## src/rtl/gpio_port_pkg.sv

```systemverilog
package gpio_port_pkg;

  typedef enum logic [1:0] {
    REG_DATA = 2'd0,
    REG_CTRL = 2'd1,
    REG_INTC = 2'd2,
    REG_NONE = 2'd3
  } regSel_e;

  typedef struct packed {
    logic wrData;
    logic wrCtrl;
    logic wrIntc;
  } regStrb_t;

endpackage

```

## src/rtl/gpio_port_ctrl.sv

```systemverilog
module gpio_port_ctrl
  import gpio_port_pkg::*;
(
  input  logic [1:0] busAddr,
  input  logic       busWrEn,
  output regStrb_t   strb,
  output regSel_e    rdSel
);

  always_comb begin
    rdSel       = regSel_e'(busAddr);
    strb        = '0;
    strb.wrData = busWrEn && (rdSel == REG_DATA);
    strb.wrCtrl = busWrEn && (rdSel == REG_CTRL);
    strb.wrIntc = busWrEn && (rdSel == REG_INTC);
  end

endmodule

```

## src/rtl/gpio_port_datapath.sv

```systemverilog
module gpio_port_datapath
  import gpio_port_pkg::*;
#(
  parameter int NUM_PINS   = 16,
  parameter int NUM_PERIPH = 2
) (
  input  logic                           clk,
  input  logic                           rstN,
  input  regStrb_t                       strb,
  input  regSel_e                        rdSel,
  input  logic [2*NUM_PINS-1:0]          busWrData,
  input  logic [NUM_PINS-1:0]            periphData,
  input  logic [NUM_PINS-1:0]            periphDir,
  input  logic [NUM_PERIPH*NUM_PINS-1:0] periphTrigMask,
  output logic [2*NUM_PINS-1:0]          rdData,
  output logic [NUM_PINS-1:0]            lineLevel,
  output logic [NUM_PINS-1:0]            chgBits,
  output logic [NUM_PERIPH-1:0]          chgNotify
);

  localparam int BUS_W = 2 * NUM_PINS;

  logic [NUM_PINS-1:0] cpuDir, cpuPull, cpuData, intcReg;
  logic [NUM_PINS-1:0] wrDir, wrPull;
  logic [NUM_PINS-1:0] nextDir, nextPull, nextData;
  logic [NUM_PINS-1:0] lineNow, lineNext, lineDiff;
  logic [BUS_W-1:0]    ctrlRead;
  logic [NUM_PERIPH-1:0] hitVec;
  logic                anyWr;

  function automatic logic [NUM_PINS-1:0] resolveLines(
    input logic [NUM_PINS-1:0] dirC, dataC, dirP, dataP, pull);
    return (dirC & dataC) | (dirP & dataP) | (~(dirC | dirP) & pull);
  endfunction

  // Interleaved control word: even bit = direction, odd bit = pull-up
  for (genvar g = 0; g < NUM_PINS; g++) begin : gUnpack
    assign wrDir[g]          = busWrData[2*g];
    assign wrPull[g]         = busWrData[2*g+1];
    assign ctrlRead[2*g]     = cpuDir[g];
    assign ctrlRead[2*g+1]   = cpuPull[g];
  end

  assign anyWr    = strb.wrData | strb.wrCtrl;
  assign nextDir  = strb.wrCtrl ? wrDir  : cpuDir;
  assign nextPull = strb.wrCtrl ? wrPull : cpuPull;
  assign nextData = strb.wrData ? busWrData[NUM_PINS-1:0] : cpuData;

  assign lineNow  = resolveLines(cpuDir, cpuData, periphDir, periphData, cpuPull);
  assign lineNext = resolveLines(nextDir, nextData, periphDir, periphData, nextPull);
  assign lineDiff = lineNow ^ lineNext;
  assign lineLevel = lineNow;

  for (genvar p = 0; p < NUM_PERIPH; p++) begin : gHit
    assign hitVec[p] = |(lineDiff & periphTrigMask[p*NUM_PINS +: NUM_PINS]);
  end

  always_ff @(posedge clk or negedge rstN) begin
    if (!rstN) begin
      cpuDir    <= '0;
      cpuPull   <= '0;
      cpuData   <= '0;
      intcReg   <= '0;
      chgBits   <= '0;
      chgNotify <= '0;
    end else begin
      cpuDir    <= nextDir;
      cpuPull   <= nextPull;
      cpuData   <= nextData;
      if (strb.wrIntc) intcReg <= busWrData[NUM_PINS-1:0];
      chgBits   <= anyWr ? lineDiff : '0;
      chgNotify <= anyWr ? hitVec : '0;
    end
  end

  always_comb begin
    unique case (rdSel)
      REG_DATA: rdData = {{(BUS_W-NUM_PINS){1'b0}}, lineNow};
      REG_CTRL: rdData = ctrlRead;
      REG_INTC: rdData = {{(BUS_W-NUM_PINS){1'b0}}, intcReg};
      default:  rdData = '0;
    endcase
  end

  AST_CTRL_READBACK: assert property (@(posedge clk) disable iff (!rstN)
    strb.wrCtrl |=> (ctrlRead == $past(busWrData)));

  AST_UNDRIVEN_PULL: assert property (@(posedge clk) disable iff (!rstN)
    ((~(cpuDir | periphDir)) & (lineLevel ^ cpuPull)) == '0);

  AST_NOTIFY_NEEDS_CHANGE: assert property (@(posedge clk) disable iff (!rstN)
    (chgNotify != '0) |-> (chgBits != '0));

  AST_CHANGE_AFTER_WRITE: assert property (@(posedge clk) disable iff (!rstN)
    (chgBits != '0) |-> $past(strb.wrData || strb.wrCtrl));

  AST_INTC_HOLD: assert property (@(posedge clk) disable iff (!rstN)
    !strb.wrIntc |=> $stable(intcReg));

endmodule

```

## src/rtl/gpio_port.sv

```systemverilog
module gpio_port
  import gpio_port_pkg::*;
#(
  parameter int NUM_PINS   = 16,
  parameter int NUM_PERIPH = 2
) (
  input  logic                           clk,
  input  logic                           rstN,
  input  logic [1:0]                     busAddr,
  input  logic                           busWrEn,
  input  logic [2*NUM_PINS-1:0]          busWrData,
  output logic [2*NUM_PINS-1:0]          busRdData,
  input  logic [NUM_PINS-1:0]            periphData,
  input  logic [NUM_PINS-1:0]            periphDir,
  input  logic [NUM_PERIPH*NUM_PINS-1:0] periphTrigMask,
  output logic [NUM_PINS-1:0]            lineLevel,
  output logic [NUM_PINS-1:0]            chgBits,
  output logic [NUM_PERIPH-1:0]          chgNotify
);

  regStrb_t strb;
  regSel_e  rdSel;

  gpio_port_ctrl u_ctrl (
    .busAddr (busAddr),
    .busWrEn (busWrEn),
    .strb    (strb),
    .rdSel   (rdSel)
  );

  gpio_port_datapath #(.NUM_PINS(NUM_PINS), .NUM_PERIPH(NUM_PERIPH)) u_dp (
    .clk            (clk),
    .rstN           (rstN),
    .strb           (strb),
    .rdSel          (rdSel),
    .busWrData      (busWrData),
    .periphData     (periphData),
    .periphDir      (periphDir),
    .periphTrigMask (periphTrigMask),
    .rdData         (busRdData),
    .lineLevel      (lineLevel),
    .chgBits        (chgBits),
    .chgNotify      (chgNotify)
  );

  AST_DATA_READ_LINES: assert property (@(posedge clk) disable iff (!rstN)
    (busAddr == 2'd0) |-> (busRdData == {{NUM_PINS{1'b0}}, lineLevel}));

  AST_UNMAPPED_ZERO: assert property (@(posedge clk) disable iff (!rstN)
    (busAddr == 2'd3) |-> (busRdData == '0));

endmodule

```

## config.mk

```make
export PLATFORM = sky130hd
export DESIGN_NAME = gpio_port
export DESIGN_NICKNAME = d
export VERILOG_FILES = /design/src/rtl/gpio_port_pkg.sv /design/src/rtl/gpio_port_ctrl.sv /design/src/rtl/gpio_port_datapath.sv /design/src/rtl/gpio_port.sv
export SDC_FILE = /design/constraint.sdc
export NUM_CORES = 1
export LEC_CHECK = 0
export BUFFER_PORTS_ARGS = -buffer_cell sky130_fd_sc_hd__buf_2
export CORE_ASPECT_RATIO = 1.75
export CORE_UTILIZATION = 35
export CTS_BUF_LIST = sky130_fd_sc_hd__clkbuf_4 sky130_fd_sc_hd__clkbuf_8
export CTS_CLUSTER_SIZE = 25
export DETAILED_ROUTE_END_ITERATION = 8
export GPL_TIMING_DRIVEN = 1
export PLACE_DENSITY_LB_ADDON = 0.3
export SETUP_SLACK_MARGIN = 0.4
export SKIP_LAST_GASP = 1
export SLEW_MARGIN = 20
export SYNTH_ARGS = -nofsm -noshare
export SYNTH_HDL_FRONTEND = slang
export SYNTH_SLANG_ARGS = --single-unit
```

## constraint.sdc

```tcl
create_clock -name clk -period 5.7 [get_ports clk]
set_clock_uncertainty 0.05 [all_clocks]
set_input_delay 0.57 -clock clk [delete_from_list [all_inputs] [get_ports clk]]
set_output_delay 0.57 -clock clk [all_outputs]
set_load 0.01 [all_outputs]
```

* Word level (Yosys, flattened, before mapping)
Cells that the tools add are included.
** Word-level totals
- Input bits :: 101
- Logic and storage cells :: 37
- Register bits :: 82
** Cells by class
- Equality and inequality tests :: 2
- Reduce and logical (&&, ||, !) cells :: 6
- Mux-type cells :: 6
- Bitwise gates (word level) :: 17
** Operators by type and width (count)
- AND 16 bit :: 7
- OR 16 bit :: 6
- case mux 32 bit (3 select lines) :: 1
- 2-to-1 mux 16 bit :: 4
- inverter 16 bit :: 2
- OR reduction 16 bit :: 2
- XOR 16 bit :: 1
- logical AND 1 bit :: 3
- == test 2 x 1 -> 1 bit (second input constant) :: 1
- == test 2 bit (second input constant) :: 1
- logical NOT 2 bit :: 1
- 2-to-1 mux 2 bit :: 1
- OR 1 bit :: 1

* Logic depth before layout (Yosys ltp)
Gate-level depths: netlist of the first run.
- Word-level depth :: 11
- Depth in mapped cells :: 10
- Gate-level depth less buffers :: 8

* By module
From an unflattened synthesis of the first run, not the netlist that was laid out.
** Second synthesis, totals
- Cell total of the unflattened synthesis :: 488
- Area total of the unflattened synthesis :: 4938.5 µm²
** Modules (own cells, without submodules)
- gpio_port_datapath :: instances 1, cells each 483, area each 4893.4 µm², seq. area each 2052.0 µm²
- gpio_port_ctrl :: instances 1, cells each 5, area each 45.0 µm², seq. area each 0.0 µm²

* Least setup slack after synthesis of the first run
No wires, ideal clock.
- Kind :: input -> register
- Start point :: input port busAddr[1]
- End point :: register u_dp.chgNotify[0]
- Slack :: 2.691 ns
- Data required time :: 5.511 ns
- Stages :: 8
- Data arrival time :: 2.821 ns
- Cell sequence :: nor3b_2 > buf_2 > mux2_2 > a221o_1 > xor2_1 > a22oi_1 > o221ai_1 > or4_1
** On the way
- Elaborated cells between the ends (all ways) :: 18
** RTL lines
- from (decl) :: line gpio_port.sv:9 : input logic [1:0] busAddr,
- logical NOT 2 bit :: line gpio_port_ctrl.sv:13 : strb.wrData = busWrEn && (rdSel == REG_DATA);
- logical AND 1 bit :: line gpio_port_ctrl.sv:13
- 2-to-1 mux 16 bit :: line gpio_port_datapath.sv:47 : assign nextData = strb.wrData ? busWrData[NUM_PINS-1:0] : cpuData;
- net u_dp.nextData[1] :: line gpio_port_datapath.sv:25 : logic [NUM_PINS-1:0] nextDir, nextPull, nextData;
- AND 16 bit :: line gpio_port_datapath.sv:33 : return (dirC & dataC) | (dirP & dataP) | (~(dirC | dirP) & pull);
- OR 16 bit (2 in a row) :: line gpio_port_datapath.sv:33
- XOR 16 bit :: line gpio_port_datapath.sv:51 : assign lineDiff = lineNow ^ lineNext;
- AND 16 bit :: line gpio_port_datapath.sv:55 : assign hitVec[p] = |(lineDiff & periphTrigMask[p*NUM_PINS +: NUM_PINS]);
- OR reduction 16 bit :: line gpio_port_datapath.sv:55
- 2-to-1 mux 2 bit :: line gpio_port_datapath.sv:72 : chgNotify <= anyWr ? hitVec : '0;
- to (signal assigned) :: line gpio_port_datapath.sv:72
- to (decl) :: line gpio_port_datapath.sv:18 : output logic [NUM_PERIPH-1:0] chgNotify
The timed path passes the listed nets, and every way through them passes these cells.
A chain may end at the register's enable or synchronous reset.

* Worst setup path in the final report of the first run
- Start point :: input port busAddr[0]
- End point :: register u_dp.chgNotify[1]
Same word-level chain as after synthesis.

==> results.tsv, run 1 <==
metric	value	unit
worst reg-to-reg path cell count	8	
fin. max-slew vios	0	
Mapped Area	0.00456	mm²
average wire per standard cell	18.1	µm
gr ovfl total	0	
Syn Area/Cell	10.5	µm²
Final setup viols	0	
share of cells above drive strength 1	40.5	%
Fmax achieved	263	MHz
Initial Util	36.3	%
IO Pins	167	
top_reg_cell synth	dfrtp_1	
Reg clk slew, reported paths	0.08	ns
PD cells	317	mW/mm²
Clk Latency, worst-skew pair	0.35	ns
Final period util	66.7	%
Post-Syn Instances	433	
part of the Yosys area used for sequential elements	45.0	%
Post-DRT Antenna Nets	0	
slew of the pin with the lowest slew margin	0.894	ns
worst reg2reg path startpoint	u_dp.cpuPull[14]	
antenna violations before repair	2	
Max VDD drop	0.172	mV
First-pass DRT Iterations	4	
total global-route track usage	21.1	%
dpl hpwl	10800	µm
EDFF count, synth	0	
Yosys cell types	39	
flop-to-flop setup slack	2.87	ns
Max Cap Viol	0	
synth cell count leaders	95 x nand2_1, 82 x dfrtp_1, 45 x mux2_2	
global-route wire length before repair	21400	µm
post-CTS sizing	0	
cell taking the most area after synthesis	dfrtp_1	
synthesized net count	534	
Worst Setup Start Kind	input port	
port bufs	166	
# hold bufs at CTS	0	
CTS Buf Count	9	
Site Rows	54	
final worst setup slack	1.90	ns
worst-path fanout max	22	
setup TNS	0	ns
YS warnings	0	
Hold Path Class	in -> async	
post-route cell area	0.00578	mm²
critical path type	in -> reg	
net count reported at finish	698	
Synth top area share	45.0	%
CP endpoint kind	register	
First DRT Iteration DRCs	156	
Via density	5.24	
leak pwr	2.82	nW
worst path arrival time	3.97	ns
Synth Register Bits	82	
Placeable Area	0.0126	mm²
Die ar.	0.0135	mm²
Setup WS pre-CTS	1.50	ns
Die W	88.3	µm
RSZ-0062 raised after global routing	no	
Area Overhead vs Synth	26.8	%
Max Root-Sink Buffers	2	
top-count cell post-synth	nand2_1	
WL final	14000	µm
pin count of the biggest net entering global routing	83	
placer's final routability congestion estimate	0.845	
Chip Height	153	µm
detailed-route DRC error count	0	
clk sinks	82	
final hold vios	0	
number of global-route vias before repair	4144	
Vias	4049	
H-tree Lvls	3	
Synth area leaders	dfrtp_1 45%, mux2_2 11%, nand2_1 7.8%	
end of the worst register-to-register path	u_dp.chgNotify[1]	
minimum clock period	3.80	ns
critical path required time	5.87	ns
Max-slew headroom	40.2	%
DP Area	0.00556	mm²
clk root buf	clkbuf_8	
setup bufs post-CTS	0	
share of flip-flops with an asynchronous set or reset	100	%
outcome	finished clean	
CTS tree	yes	
-- cells in the final DEF, fill, tap and decap left out, types with 4 or more instances in the layout --
master / synthesis / final
nor3b_1: 23 / 23
xnor2_1: 8 / 8
nor2_1: 5 / 5
inv_1: 14 / 14
nand2_1: 95 / 95
dfrtp_1: 82 / 82
nor4b_1: 6 / 6
a221oi_1: 6 / 6
a221o_1: 21 / 21
buf_4: 0 / 4
mux2_2: 45 / 45
buf_2: 1 / 165
mux2i_1: 24 / 24
o21ai_0: 18 / 18
clkbuf_8: 0 / 11
mux2_4: 5 / 5
and2_1: 16 / 16
a22oi_1: 5 / 5
xor2_1: 7 / 7
-- per-layer routing --
metal,up-vias,track usage (%),part of all wire (%)
li1,1897,-,-
met1,1995,24.1,38
met2,129,37.3,54
met3,28,3.46,3.8
met4,0,9.52,3.4
met5,-,0,0
-- through the flow --
step | hold slack [ns] | utilization (%) | power, mW | std cells
CTS | 0.357 | 45.9 | 1.85 | 770
global placement | 0.421 | 44.2 | 1.39 | 754
floorplan | 0.224 | - | 1.14 | 433
finish | 0.204 | 46.0 | 1.83 | 772
global route | 0.271 | 46.0 | 1.94 | 772
detailed placement | 0.425 | 44.2 | 1.40 | 754
-- critical path: stages --
cell       delay, ns
buf_2           0.31
nor3b_4         0.66
buf_4           0.28
mux2_2          0.36
a221oi_2        0.40
mux2i_1         0.12
a2111oi_0       0.59
o2111ai_1       0.22
or4_1           0.43
-- worst max-delay path by stage --
stage / startpoint / to / slack, ns / cells past startpoint
floorplan: busAddr[1] / u_dp.chgNotify[0] / 2.69 / 8
global placement: busAddr[0] / u_dp.chgNotify[0] / 1.58 / 9
detailed placement: busAddr[0] / u_dp.chgNotify[0] / 1.50 / 9
CTS: busAddr[0] / u_dp.chgNotify[0] / 1.86 / 9
global route: busAddr[0] / u_dp.chgNotify[1] / 1.68 / 9
finish: busAddr[0] / u_dp.chgNotify[1] / 1.90 / 9
-- cell type report --
cell class,instances,area [µm²]
fillers,1276,6790
multi-input cells,320,2380
flip-flops and latches,82,2050
repair buffers,170,867
well taps,168,210
clock buffers,14,174
inverters,14,52.6
clock inverters,2,35.0
diodes,2,5.00
-- where the power goes --
group	internal [mW]	switching, mW	total [mW]
registers	0.707	0.0724	0.779
clock network	0.241	0.206	0.447
logic	0.277	0.331	0.608
-- cells by family (layout without fill, tap and decap cells) --
logic type / count (synthesis) / count (layout) / share of synthesized area (%)
multiplexers: 74 / 74 / 18.0
XOR/XNOR: 15 / 15 / 2.88
flip-flops: 82 / 82 / 45.0
AND/OR/NAND/NOR: 158 / 158 / 17.5
buffers and inverters: 31 / 200 / 2.91
AO/OA/AOI/OAI: 73 / 73 / 13.7
other: 0 / 2 / 0
-- sequential cells by signal (all words and copies together) (netlist names) --
signal          flops
u_dp.chgBits       16
u_dp.cpuPull       16
u_dp.intcReg       16
u_dp.chgNotify      2
u_dp.cpuDir        16
u_dp.cpuData       16
No activity file was read; power rests on OpenSTA's default activity.
==> run 2, diff against run 1 <==
- clock period: 5.7 -> 3.1 ns (I/O delays scaled with it)
==> run 2 against run 1 <==
Sequential cell count unchanged; the run now ends with hold timing left; largest power group unchanged; largest cell class unchanged; non-clock buffer count grew 15; critical path depth unchanged; worst setup slack worse by 1.4 ns; utilization up 1.8 points; combinational power is 97% higher; critical endpoint unchanged; register-to-register slack got worse by 2.3 ns.
==> results.tsv, run 2 (synthesized netlist as in run 1, its figures left out) <==
metric	value	unit	change
Die W	88.3	µm	unchanged
First DRT Iteration DRCs	194		+24%
fin util	47.8	%	+1.8 points
Via density	5.34		+1.7%
share of cells above drive strength 1	42.9	%	+2.3 points
Fmax achieved	381	MHz	
fin. max-slew vios	0		unchanged
IO Pins	167		unchanged
leak pwr	2.92	nW	+3.6%
DP Area	0.00567	mm²	+2.1%
Final period util	84.7	%	
slew of the pin with the lowest slew margin	0.784	ns	-0.110 ns
worst path arrival time	2.81	ns	-1.16 ns
port bufs	166		unchanged
Post-DRT Antenna Nets	0		unchanged
Die ar.	0.0135	mm²	unchanged
Antenna Cells	0		-2
Worst Setup Start Kind	input port		
final hold vios	74		+74
number of global-route vias before repair	4358		+5.2%
RSZ-0062 raised after global routing	no		
global-route wire length before repair	22900	µm	+7.3%
pin count of the biggest net entering global routing	83		unchanged
total global-route track usage	22.8	%	+1.8 points
Clk Latency, worst-skew pair	0.36	ns	about the same
CTS Buf Count	9		unchanged
clk sinks	82		unchanged
worst-path fanout max	10		-55%
Max Root-Sink Buffers	2		unchanged
PD cells	586	mW/mm²	+84%
Max-slew headroom	47.7	%	+7.5 points
CTS tree	yes		
Initial Util	36.3	%	unchanged
commonest cells after routing, fill and taps aside	164 x buf_2, 95 x nand2_1, 82 x dfrtp_1		
non-filler cells, final	786		+1.8%
outcome	complete, but fails checks		
Hold WS	-0.0709	ns	-0.275 ns
H-tree Lvls	3		unchanged
dpl hpwl	11300	µm	+4.8%
WL final	15000	µm	+7.4%
Hold Path Class	in -> async		
failing checks	hold timing		
most common cell after layout, fill and taps aside	buf_2		
Site Rows	54		unchanged
Max VDD drop	0.265	mV	+54%
clk root buf	clkbuf_8		
Area Overhead vs Synth	31.7	%	
critical path required time	3.28	ns	-2.59 ns
First-pass DRT Iterations	4		unchanged
Chip Height	153	µm	unchanged
critical path type	in -> reg		
antenna violations before repair	0		-2
CP endpoint kind	register		
average wire per standard cell	19.1	µm	+5.5%
dpl cells	766		+1.6%
Reg clk slew, reported paths	0.08	ns	about the same
net count reported at finish	714		+2.3%
Max Cap Viol	0		unchanged
Final setup viols	0		unchanged
placer's final routability congestion estimate	0.924		+9.3%
detailed-route DRC error count	0		unchanged
post-route cell area	0.00600	mm²	+3.9%
gr ovfl total	0		unchanged
Vias	4194		+3.6%
minimum clock period	2.63	ns	
Placeable Area	0.0126	mm²	unchanged
run 2: path summary, 6_finish.rpt:
| check | depth (start not counted) | slack (ns) | to | startpoint |
|---|---|---|---|---|
| worst max-delay path | 9 | 0.47 | u_dp.chgNotify[1] | busAddr[1] |
| worst min-delay path | 1 | -0.07 | u_dp.intcReg[3] | rstN |
| worst max register to register | 8 | 0.56 | u_dp.chgNotify[1] | u_dp.cpuPull[14] |
| worst min register to register | 2 | 0.45 | u_dp.cpuPull[14] | u_dp.cpuPull[14] |
| max in group asynchronous | 1 | 2.52 | u_dp.cpuPull[12] | rstN |
| min in group clk | 3 | 0.10 | u_dp.cpuPull[8] | busWrData[17] |
run 2: metal layers:
| metal | GRT usage [%] | wire, µm | share of wire, % | vias to the layer above |
|---|---|---|---|---|
| met5 | 0 | 0 | 0 | - |
| met3 | 4.37 | 817 | 5.5 | 42 |
| met2 | 39.7 | 7970 | 53 | 168 |
| met1 | 25.6 | 5520 | 37 | 2057 |
| met4 | 12.1 | 666 | 4.4 | 0 |
| li1 | - | - | - | 1927 |
run 2: report_power, final:
part | total (mW) | internal, mW | switching [mW]
Sequential | 1.43 | 1.30 | 0.132
Combinational | 1.20 | 0.551 | 0.645
Clock | 0.887 | 0.494 | 0.393
Total | 3.51 | 2.34 | 1.17
run 2: timing repair:
item / in CTS / in global routing
buffers inserted: 2 / 1
gates resized for setup: 6 / 10
cloned: 1 / 0
hold buffers: 0 / 0
pin swaps: 0 / 2
endpoints found under the setup margin: 2 / 2
run 2: per-stage QoR:
step | setup slack, ns | power (mW) | TNS, ns | hold WS, ns
after floorplan | 0.432 | 2.10 | 0 | -0.0356
after global placement | -0.0884 | 2.59 | -0.169 | 0.425
after detailed placement | -0.128 | 2.62 | -0.246 | 0.426
after CTS | 0.405 | 3.53 | 0 | 0.0838
after global routing | 0.402 | 3.72 | 0 | 0.00277
final | 0.474 | 3.51 | 0 | -0.0709
run 2: critical path, cell delays in order:
cell      delay [ns]
buf_2           0.15
nor3b_4         0.25
buf_4           0.28
mux2_2          0.38
a221o_1         0.32
a21oi_1         0.23
xor2_2          0.24
o221ai_1        0.14
or4_1           0.52
run 2: cell type report:
class	count	area (µm²)
Clock buffer	12	153
Clock inverter	4	75.1
Fill cell	1230	6570
Inverter	14	52.6
Multi-Input combinational cell	321	2440
Sequential cell	82	2050
Tap cell	168	210
Timing Repair Buffer	185	1020
